===== src/rtl/pg_pkg.sv =====
`timescale 1ns/1ps
package pg_pkg;

  typedef enum logic [1:0] {
    DLY_1MS   = 2'b00,
    DLY_50MS  = 2'b01,
    DLY_150MS = 2'b10,
    DLY_200MS = 2'b11
  } pg_dly_e;

  localparam int unsigned PG_MAX_MS = 200;

  // Delay in milliseconds for a release code.
  function automatic int unsigned pg_code_ms(input logic [1:0] code);
    case (pg_dly_e'(code))
      DLY_1MS:   pg_code_ms = 1;
      DLY_50MS:  pg_code_ms = 50;
      DLY_150MS: pg_code_ms = 150;
      default:   pg_code_ms = PG_MAX_MS;
    endcase
  endfunction

endpackage


===== src/rtl/pg_reset_sync.sv =====
`timescale 1ns/1ps
module pg_reset_sync #(
  parameter int STAGES = 2
) (
  input  logic clk,
  input  logic rst_n,
  output logic rst_sync_n
);

  logic [STAGES-1:0] sync_q;
  logic [STAGES-1:0] sync_d;

  generate
    for (genvar s = 0; s < STAGES; s++) begin : g_stage
      if (s == 0) begin : g_first
        assign sync_d[s] = 1'b1;
      end else begin : g_next
        assign sync_d[s] = sync_q[s-1];
      end
    end
  endgenerate

  always_ff @(posedge clk or negedge rst_n) begin
    if (!rst_n) begin
      sync_q <= '0;
    end else begin
      sync_q <= sync_d;
    end
  end

  assign rst_sync_n = sync_q[STAGES-1];

endmodule


===== src/rtl/pg_rail_qualify.sv =====
`timescale 1ns/1ps
module pg_rail_qualify #(
  parameter int NUM_RAILS = 2
) (
  input  logic [NUM_RAILS-1:0] rail_en,
  input  logic [NUM_RAILS-1:0] rail_ok,
  output logic                 any_en,
  output logic                 all_good
);

  logic [NUM_RAILS-1:0] rail_pass;

  // A disabled rail never blocks; an enabled rail must be in window.
  generate
    for (genvar r = 0; r < NUM_RAILS; r++) begin : g_rail
      assign rail_pass[r] = rail_ok[r] | ~rail_en[r];
    end
  endgenerate

  assign any_en   = |rail_en;
  assign all_good = any_en & (&rail_pass);

endmodule


===== src/rtl/pg_release_timer.sv =====
`timescale 1ns/1ps
module pg_release_timer #(
  parameter int TICKS_PER_MS = 1000
) (
  input  logic       clk,
  input  logic       rst_n,
  input  logic       tick,
  input  logic       good,
  input  logic       released,
  input  logic [1:0] dly_sel,
  output logic       done
);

  localparam int unsigned MAX_TICKS = pg_pkg::PG_MAX_MS * TICKS_PER_MS;
  localparam int          CW        = $clog2(MAX_TICKS + 1);

  logic [CW-1:0] cnt_q, cnt_d;
  logic [CW-1:0] lim_q, lim_d;
  logic [CW-1:0] sel_lim;
  logic [CW-1:0] act_lim;
  logic          counting;
  logic          start;

  assign sel_lim  = CW'(pg_pkg::pg_code_ms(dly_sel) * TICKS_PER_MS);
  assign counting = good & ~released;
  assign start    = counting & tick & (cnt_q == '0);
  assign act_lim  = (cnt_q == '0) ? sel_lim : lim_q;
  assign done     = counting & tick & ((cnt_q + 1'b1) == act_lim);

  always_comb begin
    cnt_d = cnt_q;
    lim_d = lim_q;
    if (!counting) begin
      cnt_d = '0;
    end else if (tick) begin
      cnt_d = cnt_q + 1'b1;
    end
    if (start) begin
      lim_d = sel_lim;
    end
  end

  always_ff @(posedge clk or negedge rst_n) begin
    if (!rst_n) begin
      cnt_q <= '0;
      lim_q <= CW'(pg_pkg::pg_code_ms(pg_pkg::DLY_150MS) * TICKS_PER_MS);
    end else begin
      cnt_q <= cnt_d;
      lim_q <= lim_d;
    end
  end

  assert_restart_on_drop_R6: assert property (@(posedge clk) disable iff (!rst_n)
    (!good) |=> (cnt_q == '0));

  assert_count_bound_R4: assert property (@(posedge clk) disable iff (!rst_n)
    cnt_q <= CW'(MAX_TICKS));

  assert_latched_code_R8: assert property (@(posedge clk) disable iff (!rst_n)
    (counting && tick && cnt_q != '0 && !done) |=> (lim_q == $past(lim_q)));

endmodule


===== src/rtl/pg_drop_filter.sv =====
`timescale 1ns/1ps
module pg_drop_filter #(
  parameter int FALL_TICKS = 30
) (
  input  logic clk,
  input  logic rst_n,
  input  logic tick,
  input  logic good,
  input  logic released,
  output logic done
);

  localparam int CW = $clog2(FALL_TICKS + 1);

  logic [CW-1:0] cnt_q, cnt_d;
  logic          bad_hold;

  assign bad_hold = released & ~good;
  assign done     = bad_hold & tick & ((cnt_q + 1'b1) == CW'(FALL_TICKS));

  always_comb begin
    cnt_d = cnt_q;
    if (!bad_hold) begin
      cnt_d = '0;
    end else if (tick) begin
      cnt_d = cnt_q + 1'b1;
    end
  end

  always_ff @(posedge clk or negedge rst_n) begin
    if (!rst_n) begin
      cnt_q <= '0;
    end else begin
      cnt_q <= cnt_d;
    end
  end

  assert_drop_bound_R5: assert property (@(posedge clk) disable iff (!rst_n)
    cnt_q <= CW'(FALL_TICKS));

  assert_good_clears_R5: assert property (@(posedge clk) disable iff (!rst_n)
    good |=> (cnt_q == '0));

endmodule


===== src/rtl/pg_dual_rail_monitor.sv =====
`timescale 1ns/1ps
module pg_dual_rail_monitor #(
  parameter int TICKS_PER_MS = 1000,
  parameter int FALL_TICKS   = 30,
  parameter int SYNC_STAGES  = 2
) (
  input  logic       clk,
  input  logic       rst_n,
  input  logic       tick,
  input  logic [1:0] rail_en,
  input  logic [1:0] rail_ok,
  input  logic [1:0] dly_sel,
  output logic       pg_pull_low
);

  logic rst_i_n;
  logic any_en;
  logic all_good;
  logic rise_done;
  logic fall_done;
  logic released_q, released_d;

  pg_reset_sync #(.STAGES(SYNC_STAGES)) u_rst (
    .clk        (clk),
    .rst_n      (rst_n),
    .rst_sync_n (rst_i_n)
  );

  pg_rail_qualify #(.NUM_RAILS(2)) u_qual (
    .rail_en  (rail_en),
    .rail_ok  (rail_ok),
    .any_en   (any_en),
    .all_good (all_good)
  );

  pg_release_timer #(.TICKS_PER_MS(TICKS_PER_MS)) u_rise (
    .clk      (clk),
    .rst_n    (rst_i_n),
    .tick     (tick),
    .good     (all_good),
    .released (released_q),
    .dly_sel  (dly_sel),
    .done     (rise_done)
  );

  pg_drop_filter #(.FALL_TICKS(FALL_TICKS)) u_fall (
    .clk      (clk),
    .rst_n    (rst_i_n),
    .tick     (tick),
    .good     (all_good),
    .released (released_q),
    .done     (fall_done)
  );

  always_comb begin
    released_d = released_q;
    if (!any_en) begin
      released_d = 1'b0;
    end else if (rise_done) begin
      released_d = 1'b1;
    end else if (fall_done) begin
      released_d = 1'b0;
    end
  end

  always_ff @(posedge clk or negedge rst_i_n) begin
    if (!rst_i_n) begin
      released_q <= 1'b0;
    end else begin
      released_q <= released_d;
    end
  end

  assign pg_pull_low = ~released_q | ~any_en;

  assert_off_low_R3: assert property (@(posedge clk) disable iff (!rst_i_n)
    (rail_en == 2'b00) |-> pg_pull_low);

  assert_release_needs_good_R1: assert property (@(posedge clk) disable iff (!rst_i_n)
    $rose(released_q) |-> $past(all_good));

  assert_single_rail_hold_R2: assert property (@(posedge clk) disable iff (!rst_i_n)
    (released_q && rail_en == 2'b01 && rail_ok[0]) |=> released_q);

  assert_drop_needs_bad_R5: assert property (@(posedge clk) disable iff (!rst_i_n)
    ($fell(released_q) && $past(any_en)) |-> !$past(all_good));

endmodule


===== config.mk =====
export PLATFORM = sky130hd
export DESIGN_NAME = pg_dual_rail_monitor
export DESIGN_NICKNAME = d
export VERILOG_FILES = /design/src/rtl/pg_pkg.sv /design/src/rtl/pg_reset_sync.sv /design/src/rtl/pg_rail_qualify.sv /design/src/rtl/pg_release_timer.sv /design/src/rtl/pg_drop_filter.sv /design/src/rtl/pg_dual_rail_monitor.sv
export SDC_FILE = /design/constraint.sdc
export NUM_CORES = 1
export LEC_CHECK = 0
export CAP_MARGIN = 20
export CORE_UTILIZATION = 55
export CTS_BUF_LIST = sky130_fd_sc_hd__clkbuf_4 sky130_fd_sc_hd__clkbuf_8 sky130_fd_sc_hd__clkbuf_16
export DETAILED_ROUTE_END_ITERATION = 10
export PLACE_DENSITY = 0.78
export SLEW_MARGIN = 20
export SYNTH_ARGS = -nofsm -noshare
export SYNTH_HDL_FRONTEND = slang
export SYNTH_SLANG_ARGS = --single-unit

===== constraint.sdc =====
create_clock -name clk -period 1.38 [get_ports clk]
set_input_delay 0.276 -clock clk [delete_from_list [all_inputs] [get_ports clk]]
set_output_delay 0.276 -clock clk [all_outputs]
set_load 0.03 [all_outputs]

==> impl_results.md, run 1 <==
- Die area: 5730 µm²
- Minimum clock period: 2560 ps
- Peak VDD IR: 0.000603 V
- CTS Root Cell: clkbuf_8
- DR DRC count: 0
- Die width: 75.7 µm
- Clock Tree Buf Depth: 2
- Inserted Clock Buffers: 5
- DR iter-0 viols: 512
- CP endpoint: released_q
- Ant. Diodes: 0
- Most frequent cells after synthesis: nor2_1 (34), dfrtp_1 (31), nand2_1 (22), nand3_1 (22), inv_1 (21)
- CP Class: in2reg
- Routability cong.: 0.926
- Data required time of the critical path: 1600 ps
- RSZ-0062 raised after global routing: yes
- Worst R2R Path Depth: 10
- Slowest stage delay, CP: 360 ps
- Max-cap violation count: 0
- Global-route wire length before repair: 18,700 µm
- Reg2reg setup slack: -1120 ps
- Via/cell ratio: 6.74
- CTS tree: done
- Final setup margin: -1180 ps
- Crit-path slowest cell: ha_1
- Synth area leader: dfrtp_1
- CP arrival: 2780 ps
- Vias in the first global route: 3,565
- Worst hold path class: in2async
- Crit path max fanout: 4
- Number of synthesized flops with an enable pin: 0
- Core area: 5170 µm²
- Post-layout net count: 489
- Most Frequent Cell on Critical Path: ha_1
- I/O pins: 10
- Number of buffers and inverters on the critical path: 4
- Post-Syn Nets: 360
- Top cells by area, synth: dfrtp_1 (26%), ha_1 (8.0%), dfstp_2 (6.2%)
- Num rows: 26
- Post-Route WL: 13,600 µm
- Cell with the most instances after synthesis: nor2_1
- Worst setup SP type: input port
- Highest Clock Rate: 391 MHz
- Final Hold Fails: 0
- Starting density of the core: 0.578
- Total power: 3.39 mW
- Mapped Avg Cell Area: 9.03 µm²
- Crit end category: flop
- Post-synthesis async set-or-reset flop share: 1.00
- Syn. warnings: 0
- Number of buffers inserted by port buffering: 9
- Cell area power density: 708 nW/µm²
- Failing checks: setup timing
- Dpl hpwl: 6790 µm
- Delay-heaviest family, CP: compound AO/OA/AOI/OAI gates
- Least-Margin Pin Slew: 717 ps
- Layout cells sized above 1: 0.529
- Vias: 3,578
- Cells after Synth: 331
- Largest net degree at the start of global routing: 20
- Post-synthesis register bit count: 38
- Status: finished, violations left
- Initial antenna violation count: 0
- Total clock sinks: 38
- Worst skew pair latency: 310 ps
- Final setup skew: 8.17 ps
- Fin crit share: 1.85
- Grt ovf: 0
- Fin cells: 531
- Pre-antenna DRT Iters: 8
- Worst R2R Start: u_rise.cnt_q[10]
- Ys flop type: dfrtp_1
- Crit. Startpoint: dly_sel[0]
- Distinct cell type count of the synthesized netlist: 59
- Setup slack at placement: -1820 ps
- Clock transition at the registers of the reported paths: 80 ps
- Reg-to-Reg End: released_q
- Global Route Usage Sum: 0.465
- Top cell type's share of synthesized area: 0.260
- Post-layout util: 0.924
- DIE HEIGHT: 75.7 µm
- Final setup fails: 29
- Crit-path cells: buf_8 > clkinvlp_4 > ha_1 > nand2_1 > ha_1 > a211o_1 > buf_4 > buf_6 > a21oi_1 > or4_4 > a21oi_2 > nor4b_4 > nand4b_1 > o21ai_1
- Post-route ant nets: 0
- Cell Area, Synth: 2990 µm²
- Setup TNS: -17,150 ps
- Critical path depth: 14
- Slew HR: 0.517
- Placed Cells: 500
- Slew Limit Fails: 0
- DR WL/cell: 25.6 µm
- H-tree Lvls: 2
- Fillers: 193
- P&R area growth vs syn: 60.0%
- Sequential-to-total area share from yosys stat: 0.321
- Leakage: 2.18 nW
==> sequential cells by signal, indices dropped and copies added, names as in the netlist <==
signal,count
u_rise.cnt_q,18
u_rise.lim_q,12
u_fall.cnt_q,5
u_rst.sync_q,2
released_q,1
==> metrics by stage <==
stage | hold slack, ps | cell area [µm²]
after floorplan | -19.6 | 3220
after global placement | 217 | 4060
after detailed placement | 225 | 4060
after CTS | 123 | 4570
after global routing | 135 | 4780
final | 130 | 4780
==> area by class of cell <==
cell class                      count  area [µm²]  area share
Multi-Input combinational cell    257        2350       0.492
Timing Repair Buffer              137        1190       0.249
Sequential cell                    38         972       0.203
Clock buffer                        7        90.1      0.0188
Tap cell                           70        87.6      0.0183
Inverter                           21        86.3      0.0181
Clock inverter                      1        5.00     0.00105
==> power breakdown <==
| part | internal [mW] | switching (mW) |
|---|---|---|
| clock | 0.424 | 0.439 |
| combinational | 0.552 | 0.584 |
| sequential | 1.28 | 0.111 |
| total | 2.25 | 1.13 |
==> metal layers <==
metal | routed length [µm] | vias to the layer above | GRT usage
met1 | 4670 | 1685 | 0.502
met2 | 6370 | 321 | 0.774
li1 | - | 1445 | -
met3 | 1400 | 127 | 0.171
met5 | 0 | - | 0
met4 | 1140 | 0 | 0.296
==> worst min path at each step <==
stage | slack [ps] | to | start
2_1_floorplan | -20 | u_rst.sync_q[0] | rst_n
3_3_place_gp | 220 | u_rise.lim_q[15] | u_rst.sync_q[1]
3_5_place_dp | 220 | u_rise.lim_q[15] | u_rst.sync_q[1]
4_1_cts | 120 | u_rst.sync_q[0] | rst_n
5_1_grt | 140 | u_rst.sync_q[0] | rst_n
6_report | 130 | u_rst.sync_q[0] | rst_n
==> kinds of logic (layout without fill, tap and decap cells) <==
logic type                 after synthesis  count (layout)  share of synthesized area
DFF                                     38              38                      0.321
buffers and inverters                   37             166                     0.0523
AOI/OAI and AO/OA                       51              51                      0.111
muxes                                   12              12                     0.0431
other                                    2               2                    0.00251
xor gates and xnor gates                32              32                      0.108
and+or+nand+nor                        139             140                      0.275
adders and majority gates               20              20                     0.0863
==> cell usage in the layout (no fill, tap or decap), types with 7 or more instances in the layout <==
master	Yosys	final
o21ai_0	12	10
or3_1	11	8
dfstp_2	7	7
dfrtp_1	31	21
buf_6	1	34
inv_1	21	16
xnor2_1	17	11
nor2_1	34	28
nand3_1	22	14
ha_1	19	13
xor2_1	12	11
nand4_1	10	10
nand2_1	22	14
buf_4	0	94
dfrtp_2	0	10
==> what timing repair did <==
action / in CTS / in global routing
cloned: 1 / 0
hold buffers: 0 / 0
buffers inserted: 20 / 9
endpoints found under the setup margin: 29 / 30
pin swaps: 30 / 35
gates resized for setup: 88 / 43
No activity file was read; power rests on OpenSTA's default activity.
==> run 2, diff against run 1 <==
==> constraint.sdc (replaced) <==
create_clock -name clk -period 2.8 [get_ports clk]
set_input_delay 0.56 -clock clk [delete_from_list [all_inputs] [get_ports clk]]
set_output_delay 0.56 -clock clk [all_outputs]
set_load 0.03 [all_outputs]
==> impl_results.md, run 2 (same netlist as run 1, synthesis figures left out) <==
- Status: complete, no violations
- Layout cells sized above 1: 0.175 (-0.354)
- DIE HEIGHT: 75.7 µm (unchanged)
- Power share of the sequential group: 0.421 (+0.012)
- Fillers: 398 (+110%)
- H-tree Lvls: 2 (unchanged)
- Routability cong.: 0.937 (+1.2%)
- Initial antenna violation count: 0 (unchanged)
- Slew HR: 0.651 (+0.134)
- Total clock sinks: 38 (unchanged)
- Clock transition at the registers of the reported paths: 80 ps (about the same)
- Post-Route WL: 7030 µm (-48%)
- Crit. Startpoint: dly_sel[0]
- Max-cap violation count: 0 (unchanged)
- DR DRC count: 0 (unchanged)
- Met1 GRT Util: 0.346 (-0.155)
- DR iter-0 viols: 168 (-67%)
- Via/cell ratio: 6.03 (-11%)
- Post-route ant nets: 0 (unchanged)
- Vias: 2,556 (-29%)
- Cell Int Power: 1.17 mW (-48%)
- Final setup margin: 66.4 ps (+1250 ps)
- Minimum clock period: 2730 ps
- Worst setup SP type: input port
- Final Hold Fails: 0 (unchanged)
- Slew Limit Fails: 0 (unchanged)
- CP Class: in2reg
- Crit end category: flop
- Number of buffers inserted by port buffering: 9 (unchanged)
- Commonest non-fill, non-tap cell in the layout: nor2_1
- Least-Margin Pin Slew: 521 ps (-196 ps)
- Worst hold path class: reg2async
- Clock Tree Buf Depth: 2 (unchanged)
- Combinational power share: 0.217 (-0.119)
- Leakage: 1.50 nW (-31%)
- Global Route Usage Sum: 0.262 (-0.204)
- Dpl hpwl: 5150 µm (-24%)
- Num rows: 26 (unchanged)
- CTS tree: done
- Fin crit share: 0.976
- Setup slack at placement: -692 ps (+1130 ps)
- CP arrival: 2960 ps (+180 ps)
- Cell area power density: 464 nW/µm² (-35%)
- Grt ovf: 0 (unchanged)
- Most flops, register: u_rise.cnt_q
- Hold Slack: 277 ps (+147 ps)
- CTS Root Cell: clkbuf_8
- I/O pins: 10 (unchanged)
- P&R area growth vs syn: 16.1%
- Largest net degree at the start of global routing: 37 (+85%)
- Worst skew pair latency: 300 ps (about the same)
- Inserted Clock Buffers: 5 (unchanged)
- Final setup skew: 10.8 ps (+2.67 ps)
- Max reg flops: 18 (unchanged)
- Core area: 5170 µm² (unchanged)
- Crit path max fanout: 4 (unchanged)
- Starting density of the core: 0.578 (unchanged)
- RSZ-0062 raised after global routing: yes
- Final setup fails: 0 (-100%)
- Net Sw Power: 435 µW (-62%)
- Die area: 5730 µm² (unchanged)
- Clock power frac: 0.363 (+0.108)
- Net Sw Frac: 0.271 (-0.0645)
- Setup TNS: 0 ps (+17,150 ps)
- Global-route wire length before repair: 11,000 µm (-41%)
- Highest Clock Rate: 366 MHz
- Die width: 75.7 µm (unchanged)
- Most frequent cells in the layout: nor2_1 (34), dfrtp_1 (31), nand2_1 (22)
- Top flop regs: u_rise.cnt_q: 18 flops, u_rise.lim_q: 12 flops, u_fall.cnt_q: 5 flops
- DR WL/cell: 16.6 µm (-35%)
- Post-layout net count: 382 (-22%)
- Met3 usage: 0.0516 (-0.119)
- Pre-antenna DRT Iters: 4 (-4)
- Ant. Diodes: 0 (unchanged)
- Vias in the first global route: 2,319 (-35%)
- Worst R2R Start: u_rise.cnt_q[2]
- Met2 Track Usage GR: 0.418 (-0.356)
- Data required time of the critical path: 3030 ps (+1430 ps)
- Peak VDD IR: 0.000287 V (-52%)
- GR peak layer: met2
==> run 2: changes by cell type in the layout (fill, tap and decap cells not counted), sizes merged <==
cell,delta
bufinv,+2
buf,-110
clkinv,-1
inv,+1
or4,-1
clkdlybuf4s50,+3
clkinvlp,-1
==> run 2: stage by stage <==
stage | total power, mW | cells | area (µm²) | utilization
after floorplan | 0.906 | 331 | 3040 | -
after global placement | 1.00 | 415 | 3300 | 0.637
after detailed placement | 1.02 | 415 | 3300 | 0.637
after CTS | 1.61 | 423 | 3460 | 0.668
after global routing | 1.67 | 424 | 3470 | 0.671
final | 1.61 | 424 | 3470 | 0.671
==> run 2: per-layer routing <==
metal  up-vias  routed length, µm
met5         -                  0
met4         0                173
met3        18                397
met2        74               3270
met1      1235               3180
li1       1229                  -
==> run 2: worst max-delay path: stages <==
cell and delay, ps:
buf_8 80, clkinvlp_4 140, ha_4 210, or2_4 260, ha_4 210, a211o_1 300, and3_4 160, or4_4 530
nand3_2 80, nor4b_4 190, nand4b_1 120, o21ai_1 140
==> run 2: area by class of cell <==
class                           count  area (µm²)  share of cell area
Tap cell                           70        87.6              0.0253
Clock inverter                      2        60.1              0.0173
Clock buffer                        6        82.6              0.0238
Sequential cell                    38         960               0.277
Timing Repair Buffer               31         259              0.0747
Multi-Input combinational cell    256        1940               0.558
Inverter                           21        82.6              0.0238
==> run 2: final timing paths <==
| kind | end | slack [ps] | cells after the start |
|---|---|---|---|
| worst min-delay path | u_rise.cnt_q[14] | 280 | 1 |
| max in group asynchronous | u_rise.lim_q[6] | 2160 | 1 |
| worst max register to register | released_q | 290 | 7 |
| worst max-delay path | released_q | 70 | 12 |
| min in group clk | u_rst.sync_q[1] | 350 | 0 |
| worst min register to register | u_rise.cnt_q[14] | 280 | 1 |
==> run 2: repair_timing <==
action / 4_1_cts / 5_1_grt
endpoints found under the setup margin: 2 / 1
hold buffers: 0 / 0
pin swaps: 3 / 6
resized for setup: 8 / 7
buffers inserted: 0 / 1
==> run 2: power groups by stage <==
stage / sequential, mW / combinational (mW) / clock (mW)
3_5_place_dp: 0.684 / 0.334 / 0
2_1_floorplan: 0.675 / 0.231 / 0
6_report: 0.676 / 0.349 / 0.583
5_1_grt: 0.685 / 0.382 / 0.606
3_3_place_gp: 0.681 / 0.321 / 0
4_1_cts: 0.675 / 0.342 / 0.591
==> run 3, diff against run 2 <==
--- a/config.mk
+++ b/config.mk
@@ -5,9 +5,9 @@
 export SDC_FILE = /design/constraint.sdc
 export NUM_CORES = 1
 export LEC_CHECK = 0
-export CAP_MARGIN = 20
+export CAP_MARGIN = 15
 export CORE_UTILIZATION = 55
-export CTS_BUF_LIST = sky130_fd_sc_hd__clkbuf_4 sky130_fd_sc_hd__clkbuf_8 sky130_fd_sc_hd__clkbuf_16
+export CTS_BUF_LIST = sky130_fd_sc_hd__clkbuf_2
 export DETAILED_ROUTE_END_ITERATION = 10
 export PLACE_DENSITY = 0.78
 export SLEW_MARGIN = 20
==> impl_results.md, run 3 (same netlist as run 1, synthesis figures left out) <==
- Commonest non-fill, non-tap cell in the layout: nor2_1
- Minimum clock period: 2700 ps (-30.8 ps)
- Top flop regs: u_rise.cnt_q: 18 flops, u_rise.lim_q: 12 flops, u_fall.cnt_q: 5 flops
- Fin crit share: 0.965 (-0.0110)
- CP arrival: 3080 ps (+120 ps)
- I/O pins: 10 (unchanged)
- Crit-path cells: dlygate4sd2_1 > buf_6 > ha_4 > or2_4 > ha_4 > a211o_1 > and3_1 > or4_4 > nand3_2 > nor4b_4 > nand4b_1 > o21ai_1
- Crit-path slowest cell: or4_4
- Global Route Usage Sum: 0.257 (-0.00478)
- Num rows: 26 (unchanged)
- Data required time of the critical path: 3170 ps (+140 ps)
- DIE HEIGHT: 75.7 µm (unchanged)
- Final setup fails: 0 (unchanged)
- Via/cell ratio: 5.99 (-0.59%)
- Inserted Clock Buffers: 5 (unchanged)
- Most Frequent Cell on Critical Path: ha_4
- Crit end category: flop
- Post-Route WL: 6930 µm (-1.4%)
- CTS tree: done
- Slowest stage delay, CP: 550 ps (+20 ps)
- H-tree Lvls: 2 (unchanged)
- Starting density of the core: 0.578 (unchanged)
- Post-route ant nets: 0 (unchanged)
- Worst skew pair latency: 430 ps (+130 ps)
- DR iter-0 viols: 207 (+23%)
- Number of buffers inserted by port buffering: 9 (unchanged)
- Worst R2R Start: u_rise.cnt_q[0]
- Clock transition at the registers of the reported paths: 220 ps (+140 ps)
- Slew HR: 0.643 (-0.00747)
- Die area: 5730 µm² (unchanged)
- Leakage: 1.47 nW (-1.8%)
- Die width: 75.7 µm (unchanged)
- P&R area growth vs syn: 13.7%
- Cell area power density: 429 nW/µm² (-7.5%)
- Postcts setup bufs: 0 (unchanged)
- Slew Limit Fails: 0 (unchanged)
- Layout cells sized above 1: 0.164 (-0.0108)
- Most frequent cells in the layout: nor2_1 (34), dfrtp_1 (31), nand2_1 (22)
- Post-layout net count: 381 (-0.26%)
- Pre-antenna DRT Iters: 5 (+1)
- Largest net degree at the start of global routing: 37 (unchanged)
- CTS Root Cell: clkbuf_2
- Final setup skew: 32.3 ps (+21.5 ps)
- Grt ovf: 0 (unchanged)
- Vias: 2,535 (-0.82%)
- Peak VDD IR: 0.000258 V (-10%)
- Reg-to-Reg End: released_q
- Worst setup SP type: input port
- Max reg flops: 18 (unchanged)
- Final Hold Fails: 0 (unchanged)
- Status: complete, no violations
- Max-cap violation count: 0 (unchanged)
- RSZ-0062 raised after global routing: no
- Routability cong.: 0.937 (unchanged)
- Least-Margin Pin Slew: 532 ps (+11.1 ps)
- Vias in the first global route: 2,294 (-1.1%)
- CP Class: in2reg
- Worst hold path class: reg2async
- Clock Tree Buf Depth: 2 (unchanged)
- Post-CTS Hold Fix Bufs: 0 (unchanged)
- Post-layout util: 0.657 (-0.0140)
- Crit path max fanout: 4 (unchanged)
- DR DRC count: 0 (unchanged)
- Worst R2R Path Depth: 9 (+2)
- Core area: 5170 µm² (unchanged)
- Reg2reg setup slack: 300 ps (about the same)
- Initial antenna violation count: 0 (unchanged)
- Most flops, register: u_rise.cnt_q
- Highest Clock Rate: 370 MHz (+1.1%)
- DR WL/cell: 16.4 µm (-1.1%)
- Setup TNS: 0 ps (unchanged)
- Total clock sinks: 38 (unchanged)
- Dpl hpwl: 5150 µm (unchanged)
- Ant. Diodes: 0 (unchanged)
- Global-route wire length before repair: 10,800 µm (-1.6%)
run 3: how the worst max path moves through the flow:
stage	startpoint	to	slack [ps]
2_1_floorplan	dly_sel[0]	released_q	10
4_1_cts	dly_sel[0]	released_q	10
6_report	dly_sel[1]	released_q	100
5_1_grt	dly_sel[1]	released_q	4
3_5_place_dp	dly_sel[0]	released_q	-690
3_3_place_gp	dly_sel[0]	released_q	-590
run 3: repair_timing:
| action | in CTS | in global routing |
|---|---|---|
| pin swaps | 2 | 1 |
| gates resized for setup | 7 | 1 |
| endpoints found under the setup margin | 1 | 1 |
| cloned | 0 | 0 |
run 3: critical path, delay by kind of cell:
family	cells	cell delay (ps)
compound gates	2	400
buf+inv	2	390
simple gates	6	1360
fa+ha+maj	2	360
run 3: area by class of cell:
class | count | area [µm²]
multi-input cells | 256 | 1930
fillers | 410 | 1780
flip-flops and latches | 38 | 960
repair buffers | 30 | 245
well taps | 70 | 87.6
inverters | 21 | 82.6
clock inverters | 3 | 63.8
clock buffers | 5 | 25.0
run 3: metrics by stage:
step                cell area (µm²)  worst slack, ps  cells  hold WS (ps)  total power [mW]
global placement               3300             -593    415           293              1.00
global route                   3400             4.39    423           270              1.51
floorplan                      3040             10.8    331           264             0.906
CTS                            3400             12.7    423           281              1.45
finish                         3400             97.2    423           247              1.46
detailed placement             3300             -692    415           298              1.02
run 3: metal layers:
metal  track usage  vias to the layer above  routed length [µm]
met5             0                        -                   0
met4        0.0947                        0                 166
met3        0.0489                       15                 262
met2         0.418                       58                3230
met1         0.341                     1237                3270
li1              -                     1225                   -
run 3: where the power goes:
| part | internal (mW) | total [mW] | leakage, nW | switching, mW |
|---|---|---|---|---|
| clock network | 0.238 | 0.433 | 0.0506 | 0.195 |
| logic | 0.162 | 0.346 | 0.926 | 0.183 |
| registers | 0.628 | 0.677 | 0.494 | 0.0493 |
